File: config.mk
export PLATFORM = sky130hd
export DESIGN_NAME = pport_host_ctrl
export DESIGN_NICKNAME = d
export VERILOG_FILES = /design/src/rtl/pph_pkg.sv /design/src/rtl/pph_sync.sv /design/src/rtl/pph_timer.sv /design/src/rtl/pph_seq.sv /design/src/rtl/pport_host_ctrl.sv
export SDC_FILE = /design/constraint.sdc
export NUM_CORES = 1
export LEC_CHECK = 0
export BUFFER_PORTS_ARGS = -buffer_cell sky130_fd_sc_hd__buf_4
export CORE_MARGIN = 2
export CORE_UTILIZATION = 50
export CTS_CLUSTER_SIZE = 20
export DETAILED_ROUTE_END_ITERATION = 12
export PLACE_DENSITY = 0.71
export SLEW_MARGIN = 20
export SYNTH_ARGS = -nofsm -noshare
export SYNTH_HDL_FRONTEND = slang
export SYNTH_SLANG_ARGS = --single-unit
File: constraint.sdc
create_clock -name clk -period 2.75 [get_ports clk]
set_clock_uncertainty 0.1 [all_clocks]
set_input_delay 0.275 -clock clk [delete_from_list [all_inputs] [get_ports clk]]
set_output_delay 0.275 -clock clk [all_outputs]
set_load 0.02 [all_outputs]
File: src/rtl/pph_pkg.sv
package pph_pkg;

  // bit positions inside the request operation code
  localparam int OP_DATA_BIT = 0;  // 1: data strobe, 0: address strobe
  localparam int OP_READ_BIT = 1;  // 1: host reads, 0: host writes

  typedef enum logic [2:0] {
    ST_IDLE,
    ST_SETUP,
    ST_STROBE,
    ST_WAIT_HI,
    ST_RELEASE,
    ST_WAIT_LO,
    ST_DONE
  } pph_state_e;

  function automatic int pph_max3(input int a, input int b, input int c);
    int m;
    m = (a > b) ? a : b;
    return (m > c) ? m : c;
  endfunction

endpackage

File: src/rtl/pph_sync.sv
// Two-flop synchroniser, one chain per bit.
module pph_sync #(
  parameter int W = 1
) (
  input  logic         clk,
  input  logic         rst,
  input  logic [W-1:0] din,
  output logic [W-1:0] dout
);

  for (genvar i = 0; i < W; i++) begin : g_bit
    logic meta_q;
    logic sync_q;
    always_ff @(posedge clk) begin
      if (rst) begin
        meta_q <= 1'b0;
        sync_q <= 1'b0;
      end else begin
        meta_q <= din[i];
        sync_q <= meta_q;
      end
    end
    assign dout[i] = sync_q;
  end

endmodule

File: src/rtl/pph_timer.sv
// Loadable down counter; counts to zero and stops there.
module pph_timer #(
  parameter int W = 4
) (
  input  logic         clk,
  input  logic         rst,
  input  logic         load,
  input  logic [W-1:0] load_val,
  output logic         zero
);

  logic [W-1:0] cnt_q;

  always_ff @(posedge clk) begin
    if (rst) begin
      cnt_q <= '0;
    end else if (load) begin
      cnt_q <= load_val;
    end else if (cnt_q != '0) begin
      cnt_q <= cnt_q - 1'b1;
    end
  end

  assign zero = (cnt_q == '0);

endmodule

File: src/rtl/pph_seq.sv
// Transfer sequencer: state machine with registered link and user outputs.
module pph_seq
  import pph_pkg::*;
#(
  parameter int DATA_W     = 8,
  parameter int SETUP_CYC  = 4,
  parameter int STROBE_CYC = 8,
  parameter int HOLD_CYC   = 2,
  parameter int PH_W       = 4
) (
  input  logic              clk,
  input  logic              rst,
  input  logic              req_valid,
  input  logic [1:0]        req_op,
  input  logic [DATA_W-1:0] req_wdata,
  input  logic              wait_s,
  input  logic [DATA_W-1:0] bus_s,
  input  logic              ph_zero,
  input  logic              to_zero,
  output logic              ph_load,
  output logic [PH_W-1:0]   ph_val,
  output logic              to_load,
  output logic              addr_stb_n,
  output logic              data_stb_n,
  output logic              link_rd,
  output logic [DATA_W-1:0] link_dout,
  output logic              link_doe,
  output logic              busy,
  output logic              done,
  output logic [DATA_W-1:0] rd_data,
  output logic              err
);

  pph_state_e state_q;
  logic [1:0] op_q;

  // timer reloads, decided from the current state and inputs
  always_comb begin
    ph_load = 1'b0;
    ph_val  = PH_W'(SETUP_CYC - 1);
    to_load = 1'b0;
    case (state_q)
      ST_IDLE: begin
        if (req_valid) begin
          ph_load = 1'b1;
          ph_val  = PH_W'(SETUP_CYC - 1);
        end
      end
      ST_SETUP: begin
        if (ph_zero) begin
          ph_load = 1'b1;
          ph_val  = PH_W'(STROBE_CYC - 1);
          to_load = 1'b1;
        end
      end
      ST_WAIT_HI: begin
        if (wait_s) begin
          ph_load = 1'b1;
          ph_val  = PH_W'(HOLD_CYC - 1);
          to_load = 1'b1;
        end
      end
      default: ;
    endcase
  end

  always_ff @(posedge clk) begin
    if (rst) begin
      state_q    <= ST_IDLE;
      op_q       <= 2'b00;
      addr_stb_n <= 1'b1;
      data_stb_n <= 1'b1;
      link_rd    <= 1'b1;
      link_doe   <= 1'b0;
      link_dout  <= '0;
      busy       <= 1'b0;
      done       <= 1'b0;
      rd_data    <= '0;
      err        <= 1'b0;
    end else begin
      case (state_q)
        ST_IDLE: begin
          done <= 1'b0;
          if (req_valid) begin
            op_q      <= req_op;
            link_dout <= req_wdata;
            link_rd   <= req_op[OP_READ_BIT];
            link_doe  <= ~req_op[OP_READ_BIT];
            busy      <= 1'b1;
            err       <= 1'b0;
            state_q   <= ST_SETUP;
          end
        end
        ST_SETUP: begin
          if (ph_zero) begin
            if (op_q[OP_DATA_BIT]) begin
              data_stb_n <= 1'b0;
            end else begin
              addr_stb_n <= 1'b0;
            end
            state_q <= ST_STROBE;
          end
        end
        ST_STROBE: begin
          if (ph_zero) begin
            state_q <= ST_WAIT_HI;
          end
        end
        ST_WAIT_HI: begin
          if (wait_s) begin
            addr_stb_n <= 1'b1;
            data_stb_n <= 1'b1;
            if (op_q[OP_READ_BIT]) begin
              rd_data <= bus_s;
            end
            state_q <= ST_RELEASE;
          end else if (to_zero) begin
            addr_stb_n <= 1'b1;
            data_stb_n <= 1'b1;
            link_rd    <= 1'b1;
            link_doe   <= 1'b0;
            busy       <= 1'b0;
            err        <= 1'b1;
            state_q    <= ST_IDLE;
          end
        end
        ST_RELEASE: begin
          if (ph_zero) begin
            link_rd  <= 1'b1;
            link_doe <= 1'b0;
            state_q  <= ST_WAIT_LO;
          end
        end
        ST_WAIT_LO: begin
          if (!wait_s) begin
            done    <= 1'b1;
            state_q <= ST_DONE;
          end else if (to_zero) begin
            busy    <= 1'b0;
            err     <= 1'b1;
            state_q <= ST_IDLE;
          end
        end
        ST_DONE: begin
          done    <= 1'b0;
          busy    <= 1'b0;
          state_q <= ST_IDLE;
        end
        default: state_q <= ST_IDLE;
      endcase
    end
  end

endmodule

File: src/rtl/pport_host_ctrl.sv
// Host-side sequencer for a byte-wide four-phase parallel link.
module pport_host_ctrl
  import pph_pkg::*;
#(
  parameter int DATA_W      = 8,
  parameter int SETUP_CYC   = 4,        // bus valid before strobe
  parameter int STROBE_CYC  = 8,        // minimum strobe low time
  parameter int HOLD_CYC    = 2,        // bus hold after strobe release
  parameter int TIMEOUT_CYC = 1000000   // wait response bound, per phase
) (
  input  logic              clk,
  input  logic              rst,
  input  logic              req_valid,
  input  logic [1:0]        req_op,
  input  logic [DATA_W-1:0] req_wdata,
  output logic              busy,
  output logic              done,
  output logic [DATA_W-1:0] rd_data,
  output logic              err,
  output logic              addr_stb_n,
  output logic              data_stb_n,
  output logic              link_rd,
  output logic [DATA_W-1:0] link_dout,
  output logic              link_doe,
  input  logic [DATA_W-1:0] link_din,
  input  logic              link_wait
);

  localparam int PH_MAX = pph_max3(SETUP_CYC, STROBE_CYC, HOLD_CYC);
  localparam int PH_W   = $clog2(PH_MAX + 1);
  localparam int TO_W   = $clog2(TIMEOUT_CYC + 1);

  logic              wait_s;
  logic [DATA_W-1:0] bus_s;
  logic              ph_load;
  logic [PH_W-1:0]   ph_val;
  logic              ph_zero;
  logic              to_load;
  logic              to_zero;

  pph_sync #(.W(1)) u_wait_sync (
    .clk  (clk),
    .rst  (rst),
    .din  (link_wait),
    .dout (wait_s)
  );

  pph_sync #(.W(DATA_W)) u_bus_sync (
    .clk  (clk),
    .rst  (rst),
    .din  (link_din),
    .dout (bus_s)
  );

  pph_timer #(.W(PH_W)) u_phase_tmr (
    .clk      (clk),
    .rst      (rst),
    .load     (ph_load),
    .load_val (ph_val),
    .zero     (ph_zero)
  );

  pph_timer #(.W(TO_W)) u_timeout_tmr (
    .clk      (clk),
    .rst      (rst),
    .load     (to_load),
    .load_val (TO_W'(TIMEOUT_CYC - 1)),
    .zero     (to_zero)
  );

  pph_seq #(
    .DATA_W     (DATA_W),
    .SETUP_CYC  (SETUP_CYC),
    .STROBE_CYC (STROBE_CYC),
    .HOLD_CYC   (HOLD_CYC),
    .PH_W       (PH_W)
  ) u_seq (
    .clk        (clk),
    .rst        (rst),
    .req_valid  (req_valid),
    .req_op     (req_op),
    .req_wdata  (req_wdata),
    .wait_s     (wait_s),
    .bus_s      (bus_s),
    .ph_zero    (ph_zero),
    .to_zero    (to_zero),
    .ph_load    (ph_load),
    .ph_val     (ph_val),
    .to_load    (to_load),
    .addr_stb_n (addr_stb_n),
    .data_stb_n (data_stb_n),
    .link_rd    (link_rd),
    .link_dout  (link_dout),
    .link_doe   (link_doe),
    .busy       (busy),
    .done       (done),
    .rd_data    (rd_data),
    .err        (err)
  );

endmodule

### Word-level counts from Yosys, hierarchy flattened

Cells that the tools add are included.

* add/subtract/negate cells: 2
* equality and inequality tests: 17
* multiplexer cells: 49
* bitwise operators: 1
* reduce and logical (&&, ||, !) cells: 23

Operators with widths (number)
* 20-bit two-way mux: 2
* 1-bit two-way mux: 25
* 3-bit two-way mux: 8
* 20-bit zero test: 1
* 4-bit AND reduction: 5
* 20-bit nonzero test: 1
* 20-bit by 1-bit subtractor with 20-bit output (second input constant): 1
* 2-bit inequality test (second input constant): 9
* 3-bit case mux with 6 select lines: 1
* 1-bit case mux with 3 select lines: 4
* 3-bit equality test (second input constant): 3
* 4-bit two-way mux: 2
* 1-bit case mux with 2 select lines: 4
* 4-bit case mux with 2 select lines: 1
* 2-bit nonzero test: 4
* 4-bit nonzero test: 2
* 3-bit by 2-bit equality test with 1-bit output (second input constant): 2
* 3-bit nonzero test: 2
* 5-bit AND reduction: 1
* 4-bit zero test: 1
* 1-bit case mux with 4 select lines: 1
* 2-bit AND reduction: 2
* 2-bit OR reduction: 2
* 4-bit by 1-bit subtractor with 4-bit output (second input constant): 1
* other kinds (7): 7

* register bits: 70
* input port bits: 22
* output and inout bits: 23
* logic and storage cells: 124

### Longest topological paths before layout

* word-level depth: 4
* gate-level depth with buffers: 7
* gate-level depth less buffers: 6

### By module

Synthesis repeated with hierarchy kept, for this count alone.

* cell total of the unflattened synthesis: 360
* area, all modules: 3204.3 um2

Modules (own cells, without submodules)
* pph_seq: instances 1, cells each 167, area an instance 1310.0 um2, sequential area each 560.5 um2
* pph_timer at u_timeout_tmr: instances 1, cells each 122, area an instance 1081.0 um2, sequential area each 400.4 um2
* pph_sync at u_bus_sync: instances 1, cells each 41, area an instance 524.3 um2, sequential area each 320.3 um2
* pph_timer at u_phase_tmr: instances 1, cells each 24, area an instance 229.0 um2, sequential area each 80.1 um2
* pph_sync at u_wait_sync: instances 1, cells each 4, area an instance 52.6 um2, sequential area each 40.0 um2
* pport_host_ctrl: instances 1, cells each 2, area an instance 7.5 um2, sequential area each 0.0 um2

### Worst setup path after synthesis

No wires, ideal clock.

* path kind: register to register
* start: register u_timeout_tmr.cnt_q[10]
* end: register u_timeout_tmr.cnt_q[19]
* setup time: 74 ps
* data arrival time: 2119 ps
* required time: 2576 ps
* slack: 457 ps
* stages on the path, launching flop included: 7
* path buffers: 2
* clock period less this slack: 2293 ps
* path through: dfxtp_1 -> buf_6 -> or4_4 -> or4_1 -> clkbuf_2 -> or4_1 -> a31oi_1

* longest elaborated chain between the ends: 3
* elaborated cells on any way between the ends: 5
* classes of those cells: 1 x add/sub; 2 x mux; 2 x reduce/logical

RTL lines
* start: declaration: line pph_timer.sv:12 `logic [W-1:0] cnt_q;`
* start signal: assignment: line pph_timer.sv:18 `cnt_q <= load_val;`
* start signal: assignment: line pph_timer.sv:20 `cnt_q <= cnt_q - 1'b1;`
* 20-bit by 1-bit subtractor with 20-bit output: line pph_timer.sv:20
* 20-bit two-way mux: line pph_timer.sv:19 `end else if (cnt_q != '0) begin`
* 20-bit two-way mux: line pph_timer.sv:17 `end else if (load) begin`

Several ways; a longest one is shown, not always the timed one. The select of a mux whose other input is x is not followed.
A chain may end at the register's enable or synchronous reset.

### Worst setup path after layout

* start: register u_timeout_tmr.cnt_q[10]
* end: register u_timeout_tmr.cnt_q[17]

The elaborated chain is that of the path after synthesis.

==> run summary <==
Status - finished clean
Drt first pass iters - 4
Core Rows - 28
Final min period - 2.351 ns
TritonCTS Buffers - 9
Ports - 45
Grt ovf - 0
DR DRC count - 0
Power Dens Cells - 1101 nW/um^2
Cts hold-fix bufs - 0
Final period util - 85.48%
Die area - 6644 sq um
Post-DP Area - 3453 sq um
Worst EP required - 2.92 ns
Total track usage - 21.67%
Seq cells post-synth - 70
Min-delay worst type - primary input to flip-flop
Flop pwr share - 37.0%
Hold slack final - 0.02579 ns
Slew Limit Fails - 0
RSZ-0062 raised after global routing - no
Post-CTS Resized - 0
First-pass GRT wire length - 11120 um
Vias in the first global route - 2372
Synthesized area per cell - 8.758 sq um
Maximum vdd drop - 0.6022 mV
Critical path class - flip-flop to flip-flop
Slew headroom - 59.10%
Total number of yosys warnings - 0
Synthesized cell area - 3004 sq um
Cell leakage power - 1.446 nW
Layout cell share with drive strength beyond 1 - 21.11%
Clock-pin slew on the worst setup and hold paths - 0.08 ns
Most common cell after layout, fill and taps aside - dfxtp_1
Dominant cells by area after synthesis - dfxtp_1 47%, a21oi_1 5.7%, nand2_1 5.2%
Hpwl dp - 4458 um
Logic gate share of total power - 43.9%
Final wirelength - 6752 um
Initial antenna violation count - 0
Worst Hold Depth - 2
Yosys top cell area share - 46.65%
Worst skew pair latency - 0.35 ns
Gate Count Post-Synth - 343
Max-cap viol count - 0
Via/cell ratio - 5.717
Chip Height - 81.51 um
Post-CTS setup buffers - 0
Post-synth ARST share - 0%
Die X - 81.51 um
Footprint of the multi-input gates - 1496 sq um
Syn nets - 368
CTS root buffer - clkbuf_8
Max Root-Sink Buffers - 2
ANT cells - 0
Setup violations, final - 0
Unique masters post-synth - 53
CTS Sinks - 70
Fin. Hold Viols - 0
Most frequent cells in the layout - 70 x dfxtp_1, 58 x buf_4, 42 x nand2_1, 34 x a21oi_1, 20 x nor2b_1
Final instance area - 3637 sq um
CTS tree - built
Internal - 2.372 mW
Via count - 2704
Htree depth - 3
Sequential fraction of the synthesis area - 46.65%
Largest net degree at the start of global routing - 60
Crit start category - flip-flop
Reg2Reg Depth - 4
Worst-path maximum fanout - 9
CP Capture Type - flip-flop
Setup Total Neg Slack - 0 ns
Nets - 418
Area Growth Syn to Fin - 21.07%
Synth area leader - dfxtp_1
Drt first-iter violations - 147
Global placement routability congestion - 0.8740
Post-route ant nets - 0
Clock Power Share - 19.1%
Fill cells - 507
I/O Buffers - 44
Crit path arrival time - 2.52 ns
Ys flop type - dfxtp_1
Final Util - 62.17%
Switching Power - 1.632 mW
Fmax - 425.4 MHz
Number of flops mapped to enable cells by yosys - 0
Core area - 5851 sq um
Switching part of the total - 40.76%
Worst-Margin Slew - 0.6135 ns
Register area - 1401 sq um
Initial Util - 51.35%
DR WL/cell - 14.27 um
Tot Pwr - 4.004 mW
## power by group through the flow
stage | clock network, mW | logic (mW) | registers (mW)
2_1_floorplan | 0 | 1.23 | 1.43
3_3_place_gp | 0 | 1.71 | 1.48
3_5_place_dp | 0 | 1.74 | 1.49
4_1_cts | 0.781 | 1.75 | 1.47
5_1_grt | 0.822 | 1.97 | 1.52
6_report | 0.764 | 1.76 | 1.48
## state kept, by name, indices dropped and copies added (netlist names)
signal / cells
u_bus_sync.g_bit.meta_q: 8
u_bus_sync.g_bit.sync_q: 8
u_phase_tmr.cnt_q: 4
u_seq.addr_stb_n: 1
u_seq.busy: 1
u_seq.data_stb_n: 1
u_seq.done: 1
u_seq.err: 1
u_seq.link_doe: 1
u_seq.link_dout: 8
u_seq.link_rd: 1
u_seq.op_q: 2
u_seq.rd_data: 8
u_seq.state_q: 3
u_timeout_tmr.cnt_q: 20
u_wait_sync.dout: 1
u_wait_sync.g_bit.meta_q: 1
## logic make-up (layout without fill, tap and decap cells)
kind of cell               after synthesis  count (layout)  share of synthesized area, %
and+or+nand+nor                        151             151                         28.53
AOI/OAI and AO/OA                       88              88                         18.45
DFF                                     70              70                         46.65
buffers and inverters                   26              81                         3.540
adders and majority gates                3               3                         1.250
muxes                                    3               3                        0.9996
xor gates and xnor gates                 2               2                        0.5832
## final cells by class
type / count / area share, %
Multi-Input combinational cell: 247 / 41.14
Clock buffer: 10 / 3.784
Clock inverter: 6 / 1.273
Sequential cell: 70 / 38.53
Tap cell: 75 / 2.580
Timing Repair Buffer: 58 / 11.97
Inverter: 7 / 0.7224
## metal layers
metal | vias up | global-route usage (%) | part of all wire, %
met5 | - | 0 | 0
met4 | 0 | 9.661 | 1.5
met3 | 14 | 4.615 | 6.1
met2 | 75 | 31.64 | 43
met1 | 1259 | 30.65 | 49
li1 | 1356 | - | -
## critical path, stage by stage (launching register included)
cell and delay, ns:
dfxtp_1 0.38, or4_4 0.56, or4_1 0.64, or4_1 0.43, a31oi_1 0.16
## synth_stat cells, types with 3 or more instances
cell type,n
dfxtp_1,70
nor2_1,8
or4_1,7
mux2i_1,3
o41ai_1,3
o21ai_0,11
ha_1,3
nand2b_1,8
nor3b_1,5
a31oi_1,9
nand2_1,42
nor3_1,9
or3_1,8
clkbuf_1,17
a21oi_1,34
nand3_1,13
o211ai_1,3
nor2b_1,20
inv_1,7
o211a_1,3
o31ai_1,8
nor4_1,8
a211oi_1,4
## worst paths after layout
path | start | endpoint | slack [ns]
hold reg to reg | u_wait_sync.g_bit[0].meta_q | u_wait_sync.dout | 0.35
setup / recovery | u_timeout_tmr.cnt_q[10] | u_timeout_tmr.cnt_q[17] | 0.40
hold / removal | link_din[5] | u_bus_sync.g_bit[5].meta_q | 0.03
setup reg to reg | u_timeout_tmr.cnt_q[10] | u_timeout_tmr.cnt_q[17] | 0.40
## per-stage QoR
stage	worst slack, ns	instances
2_1_floorplan	0.4568	343
3_3_place_gp	0.4633	457
3_5_place_dp	0.4048	457
4_1_cts	0.3970	473
5_1_grt	0.2858	473
6_report	0.3992	473
Note: power is estimated with default switching activity, not from simulation.
